<file path="src/rtl/dmpc_pkg.sv">
package dmpc_pkg;

  typedef enum logic [2:0] {
    ST_IDLE   = 3'd0,
    ST_HALT   = 3'd1,
    ST_SLOT   = 3'd2,
    ST_ACCESS = 3'd3,
    ST_SEND   = 3'd4
  } dmpc_state_t;

  function automatic logic edge_fall(input logic prev_lvl, input logic cur_lvl);
    return prev_lvl & ~cur_lvl;
  endfunction

  function automatic logic edge_rise(input logic prev_lvl, input logic cur_lvl);
    return ~prev_lvl & cur_lvl;
  endfunction

endpackage

</file>
<file path="src/rtl/dmpc_phase_edge.sv">
module dmpc_phase_edge
  import dmpc_pkg::*;
(
  input  logic clk,
  input  logic rst_n,
  input  logic phi2,
  output logic phi2_rise,
  output logic phi2_fall
);

  logic phi2_q;

  always_ff @(posedge clk or negedge rst_n) begin
    if (!rst_n) phi2_q <= 1'b0;
    else        phi2_q <= phi2;
  end

  assign phi2_rise = edge_rise(phi2_q, phi2);
  assign phi2_fall = edge_fall(phi2_q, phi2);

endmodule

</file>
<file path="src/rtl/dmpc_cursor.sv">
module dmpc_cursor #(
  parameter int AW = 16,
  parameter int LW = 8
) (
  input  logic          clk,
  input  logic          rst_n,
  input  logic          load,
  input  logic          step,
  input  logic [AW-1:0] base,
  input  logic [LW-1:0] len,
  output logic [AW-1:0] addr,
  output logic          last
);

  logic [LW-1:0] remain;

  function automatic logic [AW-1:0] addr_after(input logic [AW-1:0] a);
    return a + AW'(1);
  endfunction

  function automatic logic [LW-1:0] count_after(input logic [LW-1:0] c);
    return c - LW'(1);
  endfunction

  always_ff @(posedge clk or negedge rst_n) begin
    if (!rst_n) begin
      addr   <= '0;
      remain <= '0;
    end else if (load) begin
      addr   <= base;
      remain <= len;
    end else if (step) begin
      addr   <= addr_after(addr);
      remain <= count_after(remain);
    end
  end

  assign last = (remain == LW'(1));

endmodule

</file>
<file path="src/rtl/dmpc_seq.sv">
module dmpc_seq
  import dmpc_pkg::*;
(
  input  logic        clk,
  input  logic        rst_n,
  input  logic        req_start,
  input  logic        len_nonzero,
  input  logic        phi2,
  input  logic        phi2_rise,
  input  logic        phi2_fall,
  input  logic        cpu_rw,
  input  logic        last,
  input  logic        tx_ready,
  output dmpc_state_t state,
  output logic        load,
  output logic        step,
  output logic        halt_taken
);

  dmpc_state_t nxt;

  always_comb begin
    nxt        = state;
    load       = 1'b0;
    step       = 1'b0;
    halt_taken = 1'b0;
    case (state)
      ST_IDLE: begin
        if (req_start && len_nonzero) begin
          load = 1'b1;
          nxt  = ST_HALT;
        end
      end
      ST_HALT: begin
        if (phi2_fall && cpu_rw) begin
          halt_taken = 1'b1;
          nxt        = ST_SLOT;
        end
      end
      ST_SLOT: begin
        if (phi2_rise) nxt = ST_ACCESS;
      end
      ST_ACCESS: begin
        if (!phi2) nxt = ST_SEND;
      end
      ST_SEND: begin
        if (tx_ready) begin
          if (last) begin
            nxt = ST_IDLE;
          end else begin
            step = 1'b1;
            nxt  = ST_SLOT;
          end
        end
      end
      default: nxt = ST_IDLE;
    endcase
  end

  always_ff @(posedge clk or negedge rst_n) begin
    if (!rst_n) state <= ST_IDLE;
    else        state <= nxt;
  end

endmodule

</file>
<file path="src/rtl/halt_dump_ctrl.sv">
module halt_dump_ctrl
  import dmpc_pkg::*;
#(
  parameter int AW = 16,
  parameter int LW = 8,
  parameter int DW = 8
) (
  input  logic          clk,
  input  logic          rst_n,
  input  logic          req_start,
  input  logic [AW-1:0] req_base,
  input  logic [LW-1:0] req_len,
  input  logic          phi2,
  input  logic          cpu_rw,
  output logic          cpu_rdy,
  output logic          bus_oe,
  output logic [AW-1:0] bus_addr,
  output logic          bus_rw,
  input  logic [DW-1:0] bus_din,
  output logic [DW-1:0] tx_data,
  output logic          tx_valid,
  input  logic          tx_ready
);

  // Named internal events, brought out for the checker.
  logic        phi2_rise;
  logic        phi2_fall;
  logic        halt_taken;
  logic        load;
  logic        step;
  logic        last;
  logic        capture;
  logic        len_nonzero;
  dmpc_state_t state;
  logic [DW-1:0] data_q;

  assign len_nonzero = (req_len != '0);

  dmpc_phase_edge edge_i (
    .clk       (clk),
    .rst_n     (rst_n),
    .phi2      (phi2),
    .phi2_rise (phi2_rise),
    .phi2_fall (phi2_fall)
  );

  dmpc_cursor #(.AW(AW), .LW(LW)) cursor_i (
    .clk   (clk),
    .rst_n (rst_n),
    .load  (load),
    .step  (step),
    .base  (req_base),
    .len   (req_len),
    .addr  (bus_addr),
    .last  (last)
  );

  dmpc_seq seq_i (
    .clk         (clk),
    .rst_n       (rst_n),
    .req_start   (req_start),
    .len_nonzero (len_nonzero),
    .phi2        (phi2),
    .phi2_rise   (phi2_rise),
    .phi2_fall   (phi2_fall),
    .cpu_rw      (cpu_rw),
    .last        (last),
    .tx_ready    (tx_ready),
    .state       (state),
    .load        (load),
    .step        (step),
    .halt_taken  (halt_taken)
  );

  // The access window is the phase-2 high time inside ST_ACCESS.
  assign capture = (state == ST_ACCESS) && phi2;

  always_ff @(posedge clk or negedge rst_n) begin
    if (!rst_n)       data_q <= '0;
    else if (capture) data_q <= bus_din;
  end

  assign bus_oe   = capture;
  assign bus_rw   = 1'b1;
  assign cpu_rdy  = (state == ST_IDLE);
  assign tx_valid = (state == ST_SEND);
  assign tx_data  = data_q;

endmodule

</file>
<file path="config.mk">
export PLATFORM = sky130hd
export DESIGN_NAME = halt_dump_ctrl
export DESIGN_NICKNAME = d
export VERILOG_FILES = /design/src/rtl/dmpc_pkg.sv /design/src/rtl/dmpc_phase_edge.sv /design/src/rtl/dmpc_cursor.sv /design/src/rtl/dmpc_seq.sv /design/src/rtl/halt_dump_ctrl.sv
export SDC_FILE = /design/constraint.sdc
export NUM_CORES = 1
export LEC_CHECK = 0
export CAP_MARGIN = 20
export CORE_MARGIN = 4
export CORE_UTILIZATION = 50
export CTS_BUF_LIST = sky130_fd_sc_hd__clkbuf_2
export DETAILED_ROUTE_END_ITERATION = 8
export HOLD_SLACK_MARGIN = 0.02
export PLACE_DENSITY_LB_ADDON = 0.08
export SLEW_MARGIN = 30
export SYNTH_ARGS = -nofsm -noshare
export SYNTH_HDL_FRONTEND = slang
export SYNTH_SLANG_ARGS = --single-unit
</file>
<file path="constraint.sdc">
create_clock -name clk -period 5.8 [get_ports clk]
set_input_delay 1.16 -clock clk [delete_from_list [all_inputs] [get_ports clk]]
set_output_delay 1.16 -clock clk [all_outputs]
set_load 0.005 [all_outputs]
</file>
# Word level (Yosys, flattened, before mapping)
# Cells that the tools add are included.
# totals
romBits,0
ram_bits,0
latch_bits,0
ff_bits,36
output_inout_bits,28
word_cells,44
memories,0
input_bits,38
# classes
n_addsub,2
mul,0
div,0
magnitude_cmp,0
reduce_logical,7
shifts,0
n_eq_ne,10
n_mux,16
bitwise_logic,4
# ops
op,n
$mux 16,2
$add 16x1->16 const B,1
$mux 8,2
$mux 3,5
$pmux 3 s5,1
$eq 8x1->1 const B,1
$reduce_bool 8->1,1
$sub 8x1->8 const B,1
$eq 3x2->1 const B,2
$ne 2x1->1 const B,3
$mux 1,5
$reduce_and 5->1,1
$ne 2x2->1 const B,2
$eq 3x1->1 const B,1
$eq 3x3->1 const B,1
$logic_and 1x1->1,3
$logic_not 3->1,1
$and 1x1->1,2
$mux 2,1
$not 1->1,2
$reduce_bool 2->1,1

# Depth between registers and ports, before layout
# Gate-level depths: netlist of run 1.
# depth
ltp_word,6
ltp_mapped,8
ltp_nobuf,6

# Cells and area by module
# From an unflattened synthesis of run 1, not the netlist that was laid out.
# hier_totals
hier_cells,199
area_unflattened_um2,1938.1
# modules_own_cells
module,area_per_inst_um2,seq_area_each_um2,cells_each,instances
dmpc_cursor,1343.8,600.6,149,1
halt_dump_ctrl,357.8,200.2,25,1
dmpc_seq,196.4,75.1,22,1
dmpc_phase_edge,40.0,25.0,3,1

# Worst setup path after synthesis of run 1
# No wires, ideal clock.
# synth_timing
path_type,input to output
from,in phi2
to,out bus_oe
t_required_ns,4.640
setup_slack_ns,3.018
n_path_buf,0
t_arrival_ns,1.622
cell_stages,2
path_cell_list,nand4b_1 > clkinv_1
# synth_via
elab_chain_cells,1
# synth_lines
item,line,text
"start, declared",halt_dump_ctrl.sv:13,"input logic phi2,"
$logic_and 1x1->1,halt_dump_ctrl.sv:76,assign capture = (state == ST_ACCESS) && phi2;
"end, declared",halt_dump_ctrl.sv:16,"output logic bus_oe,"
# Every way passes these cells.

# Final worst setup path of run 1
# Same ends and word-level chain as after synthesis.

==> flow_metrics.tcl, run 1 <==
set metrics [dict create \
    dr.pass1.iters 4 \
    synth_cells 228 \
    ir_worst_vdd_uv 267 \
    synth_area_sq_um 1960 \
    end_kind "output pin" \
    holdWs_ps 502 \
    slowest_stage "clkdlybuf4s50_1" \
    hold_violations 0 \
    core_area_sq_um 3720 \
    hold_depth 2 \
    total_power_mw 1.09 \
    placed_cells 329 \
    synth-seq-cells 36 \
    arrival_ps 2850 \
    grt_pass1_vias 1734 \
    gr-total-overflow 0 \
    ys_async_sr_fraction 1.00 \
    critPathLaunchType "input pin" \
    max_freq_ghz 0.250 \
    cts_setup_buffers 0 \
    grt_max_degree 41 \
    layout-drive-gt1-share 0.0450 \
    worst_slew_margin_rel 0.420 \
    grt_usage 0.194 \
    ant_nets 0 \
    crit_type "in2out" \
    pwr-share-seq 0.454 \
    die_w_microns 70.6 \
    numCtsBuffers 5 \
    drc 0 \
    place_area_sq_um 2590 \
    gp_congestion 0.826 \
    core.rowCount 22 \
    grt_pass1_wl_microns 8020 \
    tightestPinTransition_ps 867 \
    port_buffers 64 \
    rsz0062_at_grt "no" \
    cts_sinks 36 \
    fin_util 0.709 \
    max_cap_violations 0 \
    hold_path.class "reg2reg" \
    clock_latency_ps 370 \
    required_ps 4640 \
    layout_min_cycle_time_ps 4010 \
    worst_hold_path.endpoint "tx_data[0]" \
    fill_cells 305 \
    via_per_inst 5.54 \
    ctsHoldBuffers 0 \
    intPower_mw 0.671 \
    min_from "tx_data[0]" \
    fin_tns_setup_ps 0 \
    finClkSkew_ps 25.0 \
    p_per_area_nw_per_um2 414 \
    final_cells 337 \
    yosys_warnings 0 \
    synth-edff-count 0 \
    path_delay_family "buffers and inverters" \
    fp.dieArea_sq_um 4990 \
    finalSetupViolations 0 \
    seq_area_frac_synth 0.459 \
    rrSetupSlack_ps 3320 \
    start_util 0.528 \
    cts_tree "yes" \
    wl_per_cell_microns 14.1 \
    clk_pin_slew_ps 180 \
    vias 1866 \
    drt_first_iter_violations 93 \
    routed_wl_microns 4760 \
    r2r_cells 5 \
    nNetsFinal 329 \
    synth_area_per_cell_sq_um 8.60 \
    outcome "finished, final reports clean" \
    root_buffer "clkbuf_2" \
    design_area_sq_um 2640 \
    syn_to_final_growth_pct 34.4 \
    timing.final.crit_share 0.691 \
    power_leakage_nw 1.09 \
    cts_resized 0 \
    combPwrFrac 0.444 \
    antenna_found_initial 0 \
    drv_slew 0 \
    die_y_microns 70.6 \
    r2r_start "seq_i.state[0]" \
    clockBufferDepth 2 \
    crit_top_cell "clkdlybuf4s50_1" \
    num_antenna_cells 0 \
    cp_max_fo 9 \
    p_switching_mw 0.421 \
    ys_types 43 \
    path_cells "clkdlybuf4s50_1 -> nand4b_1 -> clkinv_1 -> clkdlybuf4s50_1" \
    setup_ws_ps 1790 \
    path_buf_inv 3 \
    switching_share 0.385 \
    clkPwrFrac 0.102 \
    pin_count 66 \
    dp_hpwl_microns 3430 \
    synth-main-ff-cell "dfrtp_1" \
    htree_levels 2 \
    critPathMaxStageDelay_ps 540 \
    place_ws_ps 1800 \
    worstReg2RegEnd "cursor_i.addr[5]" \
    synth_nets 269 \
]
worst register-to-register path: stages (launching register included):
cell and delay [ps]:
dfrtp_1 490, or4b_4 570, a21oi_4 550, nor2b_2 350
o21ai_0 240, o311ai_0 150
area by class of cell:
type | instances | area, sq um | share of cell area
Clock inverter | 2 | 11.3 | 0.00427
Inverter | 7 | 26.3 | 0.00997
Multi-Input combinational cell | 173 | 965 | 0.366
Clock buffer | 6 | 30.0 | 0.0114
Tap cell | 48 | 60.1 | 0.0228
Sequential cell | 36 | 901 | 0.342
Timing Repair Buffer | 65 | 643 | 0.244
worst max-delay path by stage:
stage          start  cells past startpoint  slack [ps]     end
4_1_cts         phi2                      4        1790  bus_oe
2_1_floorplan   phi2                      2        3020  bus_oe
3_5_place_dp    phi2                      4        1800  bus_oe
3_3_place_gp    phi2                      4        1840  bus_oe
6_report        phi2                      4        1790  bus_oe
5_1_grt         phi2                      4        1650  bus_oe
layer usage:
| metal | wire length (microns) | track usage | vias to the layer above |
|---|---|---|---|
| met5 | 0 | 0 | - |
| met4 | 10 | 0.0313 | 0 |
| met3 | 241 | 0.0526 | 2 |
| met2 | 2330 | 0.334 | 48 |
| met1 | 2180 | 0.250 | 868 |
| li1 | - | - | 948 |
sequential cells by signal, indices dropped and copies added, names as in the netlist:
register,cells
cursor_i.addr,16
edge_i.phi2_q,1
seq_i.state,3
tx_data,8
cursor_i.remain,8
synth_stat cells (2+ instances only):
| cell type | count | area, sq um |
|---|---|---|
| nand2_1 | 55 | 206 |
| dfrtp_1 | 36 | 901 |
| nor2_1 | 20 | 75.1 |
| o21ai_0 | 20 | 100 |
| a21oi_1 | 10 | 50.1 |
| o311ai_1 | 10 | 87.6 |
| inv_1 | 6 | 22.5 |
| nor3_1 | 6 | 30.0 |
| a221o_1 | 5 | 50.1 |
| buf_2 | 5 | 25.0 |
| nand3_1 | 5 | 25.0 |
| o311ai_0 | 4 | 35.0 |
| a31oi_1 | 3 | 18.8 |
| and3_1 | 3 | 18.8 |
| ha_1 | 3 | 37.5 |
| nand4_1 | 3 | 18.8 |
| buf_1 | 2 | 7.51 |
| buf_6 | 2 | 22.5 |
| clkbuf_1 | 2 | 7.51 |
| nand2b_1 | 2 | 12.5 |
| nor2b_1 | 2 | 12.5 |
| nor3b_1 | 2 | 15.0 |
| nor4_1 | 2 | 12.5 |
power by group through the flow:
| stage | clock (mW) | sequential [mW] | combinational (mW) |
|---|---|---|---|
| 3_5_place_dp | 0 | 0.499 | 0.490 |
| 3_3_place_gp | 0 | 0.492 | 0.476 |
| 2_1_floorplan | 0 | 0.467 | 0.268 |
| 5_1_grt | 0.125 | 0.520 | 0.540 |
| 4_1_cts | 0.116 | 0.494 | 0.491 |
| 6_report | 0.111 | 0.496 | 0.485 |
cells in the final DEF, fill, tap and decap left out, types with 2 or more instances in the layout:
cell type	synthesis	routed
nand4_1	3	3
clkdlybuf4s50_1	0	63
o311ai_0	4	4
dfrtp_1	36	36
clkbuf_2	0	6
nand2b_1	2	2
nand3_1	5	5
a31oi_1	3	3
nor3_1	6	6
nor4_1	2	2
a21oi_1	10	10
inv_1	6	6
nor2_1	20	20
and3_1	3	3
clkinv_1	1	2
nor3b_1	2	2
a221o_1	5	5
ha_1	3	3
o311ai_1	10	10
o21ai_0	20	20
nor2b_1	2	2
nand2_1	55	55
cells by family (layout without fill, tap and decap cells):
logic type | after synthesis | after routing | synth area share
and+or+nand+nor | 108 | 108 | 0.254
AOI/OAI and AO/OA | 61 | 61 | 0.217
DFF | 36 | 36 | 0.459
buffers and inverters | 19 | 80 | 0.0491
adders and majority gates | 3 | 3 | 0.0191
other | 1 | 1 | 0.00191
No activity file was read; power rests on OpenSTA's default activity.
==> run 2: changes to the inputs <==
Settings changed: CORE_UTILIZATION 50 to 47.
Clock period 5.8 ns to 4 ns, I/O delays scaled along.
==> flow_metrics.tcl, run 2 (synthesized netlist as in run 1, its figures left out) <==
set metrics [dict create \
    path_delay_family "buffers and inverters" \
    fp.dieArea_sq_um 5270 \
    top_register "cursor_i.addr" \
    wl_per_cell_microns 14.0 \
    max_cap_violations 0 \
    root_buffer "clkbuf_2" \
    switching_share 0.385 \
    path_cells "clkdlybuf4s50_1 -> nand4b_1 -> clkinv_1 -> clkdlybuf4s50_1" \
    cts_tree "yes" \
    htree_levels 2 \
    ant_nets 0 \
    clk_pin_slew_ps 190 \
    r2r_start "seq_i.state[0]" \
    setup_ws_ps 666 \
    required_ps 3200 \
    clock_latency_ps 380 \
    ctsHoldBuffers 0 \
    hold_path.class "in2async" \
    hold_violations 0 \
    outcome "finished, final reports clean" \
    drt_first_iter_violations 98 \
    numCtsBuffers 5 \
    layout_common_cells "clkdlybuf4s50_1, nand2_1, dfrtp_1" \
    place_ws_ps 542 \
    tightestPinTransition_ps 851 \
    arrival_ps 2530 \
    critPathMaxStageDelay_ps 540 \
    finClkSkew_ps 17.9 \
    slowest_stage "clkdlybuf4s50_1" \
    layout_commonest_cell "clkdlybuf4s50_1" \
    vias 1911 \
    clkPwrFrac 0.103 \
    largest_reg_flops 16 \
    syn_to_final_growth_pct 34.4 \
    gr-total-overflow 0 \
    p_switching_mw 0.606 \
    critPathLaunchType "input pin" \
    cp_max_fo 9 \
    antenna_found_initial 0 \
    pwr-share-seq 0.453 \
    max_freq_ghz 0.300 \
    core.rowCount 23 \
    routed_wl_microns 4750 \
    cts_sinks 36 \
    path_buf_inv 3 \
    timing.final.crit_share 0.833 \
    gp_congestion 0.798 \
    grt_pass1_vias 1820 \
    finalSetupViolations 0 \
    startpoint "phi2" \
    p_per_area_nw_per_um2 597 \
    dp_hpwl_microns 3410 \
    dr.pass1.iters 4 \
    drv_slew 0 \
    fin_util 0.654 \
    crit_top_cell "clkdlybuf4s50_1" \
    die_w_microns 72.6 \
    end_kind "output pin" \
    ir_worst_vdd_uv 349 \
    nNetsFinal 329 \
    crit_type "in2out" \
    die_y_microns 72.6 \
    grt_pass1_wl_microns 8090 \
    cts_resized 0 \
    fin_tns_setup_ps 0 \
    layout_min_cycle_time_ps 3330 \
    core_area_sq_um 4030 \
    combPwrFrac 0.444 \
    power_leakage_nw 1.10 \
    rsz0062_at_grt "no" \
    intPower_mw 0.969 \
    via_per_inst 5.64 \
    grt_max_degree 37 \
    cts_setup_buffers 0 \
    grt_usage 0.191 \
    num_antenna_cells 0 \
    pin_count 66 \
    start_util 0.487 \
    worst_slew_margin_rel 0.430 \
    clockBufferDepth 2 \
    port_buffers 64 \
    drc 0 \
    layout-drive-gt1-share 0.0450 \
]
[run 2: changes by cell type in the layout (fill, tap and decap cells not counted), sizes merged]
cell      change
clkinv        +2
clkbuf        -1
clkinvlp      -1
[run 2: stage by stage]
step	instance area, sq um	cells	hold WS (ps)	power [mW]
after floorplan	1960	228	470	1.07
after global placement	2600	331	457	1.41
after detailed placement	2600	331	462	1.43
after CTS	2640	339	494	1.59
after global routing	2640	339	509	1.72
final	2640	339	469	1.57
[run 2: per-layer routing]
layer	track usage	part of all wire
met3	0.0386	0.068
met5	0	0
met2	0.316	0.47
met1	0.254	0.45
met4	0.0553	0.011
[run 2: cell type report]
class	count	area, sq um
Fill cell	364	1390
Multi-Input combinational cell	173	965
Sequential cell	36	901
Timing Repair Buffer	65	643
Tap cell	50	62.6
Inverter	7	26.3
Clock buffer	5	25.0
Clock inverter	3	13.8
[run 2: worst paths after layout]
kind                                     end  slack, ps  depth (start not counted)
min in group clk                  tx_data[1]        500                          2
max in group asynchronous   cursor_i.addr[1]       3020                          1
min reg2reg                       tx_data[1]        500                          2
min                        cursor_i.addr[10]        470                          1
max                                   bus_oe        670                          4
max reg2reg                 cursor_i.addr[5]       1510                          5
[run 2: power by group through the flow]
stage	sequential (mW)	clock, mW	combinational [mW]
floorplan	0.677	0	0.388
global placement	0.716	0	0.691
detailed placement	0.719	0	0.710
CTS	0.712	0.169	0.711
global route	0.748	0.183	0.788
finish	0.714	0.162	0.699
==> run 3: changes to the inputs <==
Settings changed: CORE_UTILIZATION 47 to 43.
Clock period 4 ns to 3 ns, I/O delays scaled along.
==> flow_metrics.tcl, run 3 (synthesized netlist as in run 1, its figures left out) <==
set metrics [dict create \
    root_buffer "clkbuf_2" \
    holdWs_ps 257 \
    clockBufferDepth 2 \
    place_area_sq_um 2660 \
    place_ws_ps 499 \
    cts_tree "yes" \
    fin_tns_setup_ps 0 \
    end_kind "output pin" \
    layout_commonest_cell "clkdlybuf4s50_1" \
    top_register "cursor_i.addr" \
    wl_per_cell_microns 14.1 \
    wl_met1_microns 2230 \
    total_power_mw 2.24 \
    htree_levels 2 \
    p_per_area_nw_per_um2 821 \
    nNetsFinal 337 \
    startpoint "phi2" \
    layout-drive-gt1-share 0.0741 \
    port_buffers 64 \
    top_layer "met4" \
    syn_to_final_growth_pct 38.9 \
    start_util 0.447 \
    via_per_inst 5.47 \
    clock_latency_ps 390 \
    r2r_cells 7 \
    worst_slew_margin_rel 0.458 \
    clk_pin_slew_ps 210 \
    critPathLaunchType "input pin" \
    fp.dieArea_sq_um 5710 \
    antenna_found_initial 0 \
    grt_max_degree 37 \
    r2r_start "seq_i.state[1]" \
    rsz0062_at_grt "no" \
    met3_length_microns 303 \
    drt_first_iter_violations 90 \
    numCtsBuffers 5 \
    num_antenna_cells 0 \
    cts_sinks 36 \
    required_ps 2400 \
    gr-total-overflow 0 \
    layout_min_cycle_time_ps 2480 \
    largest_reg_flops 16 \
    crit_type "in2out" \
    outcome "finished, final reports clean" \
    pin_count 66 \
    setup_ws_ps 519 \
    max_cap_violations 0 \
    die_w_microns 75.5 \
    grt_pass1_wl_microns 7980 \
    power_leakage_nw 1.15 \
    final_cells 349 \
    cts_setup_buffers 0 \
    wl_met2_microns 2320 \
    hold_path.class "in2async" \
    core.rowCount 24 \
    finalSetupViolations 0 \
    worstReg2RegEnd "cursor_i.addr[9]" \
    max_freq_ghz 0.403 \
    cts_resized 0 \
    core_area_sq_um 4380 \
    placed_cells 341 \
    routed_wl_microns 4910 \
    dr.pass1.iters 4 \
    endpoint "bus_oe" \
    vias 1910 \
    drc 0 \
    cp_max_fo 5 \
    dp_hpwl_microns 3580 \
    ant_nets 0 \
    design_area_sq_um 2730 \
    grt_pass1_vias 1765 \
    ctsHoldBuffers 0 \
    arrival_ps 1880 \
    tightestPinTransition_ps 813 \
    fin_util 0.622 \
    gp_congestion 0.792 \
    timing.final.crit_share 0.827 \
    finClkSkew_ps 29.9 \
    grt_usage 0.180 \
    layout_common_cells "clkdlybuf4s50_1, nand2_1, dfrtp_1" \
    drv_slew 0 \
    die_y_microns 75.5 \
    hold_violations 0 \
    ir_worst_vdd_uv 449 \
    rrSetupSlack_ps 1020 \
]
==> run 3: final cells by class <==
type	count	area (sq um)
clock buffer	6	30.0
clock inverter	2	35.0
fill	413	1660
inverter	7	26.3
multi-input combinational	173	965
sequential	36	901
tap	52	65.1
timing repair buffer	73	703
==> run 3: worst min-delay path by stage <==
stage / depth (start not counted) / slack [ps] / to
finish: 1 / 260 / cursor_i.addr[12]
global route: 1 / 300 / tx_data[4]
CTS: 1 / 280 / cursor_i.addr[12]
detailed placement: 2 / 470 / tx_data[4]
global placement: 2 / 460 / tx_data[1]
floorplan: 0 / 300 / cursor_i.addr[0]
==> run 3: routing by layer <==
| metal | global-route usage | vias to the layer above |
|---|---|---|
| met1 | 0.234 | 892 |
| met2 | 0.291 | 52 |
| li1 | - | 960 |
| met5 | 0 | - |
| met3 | 0.0501 | 6 |
| met4 | 0.0563 | 0 |
==> run 3: worst max-delay path, cell delays in order <==
cell and delay, ps:
clkdlybuf4s50_1 540, nand4b_1 160, clkinv_1 80, clkdlybuf4s50_1 500
==> run 3: report_power, final <==
part	switching (mW)	internal (mW)
Combinational	0.404	0.566
Sequential	0.254	0.700
Clock	0.170	0.144
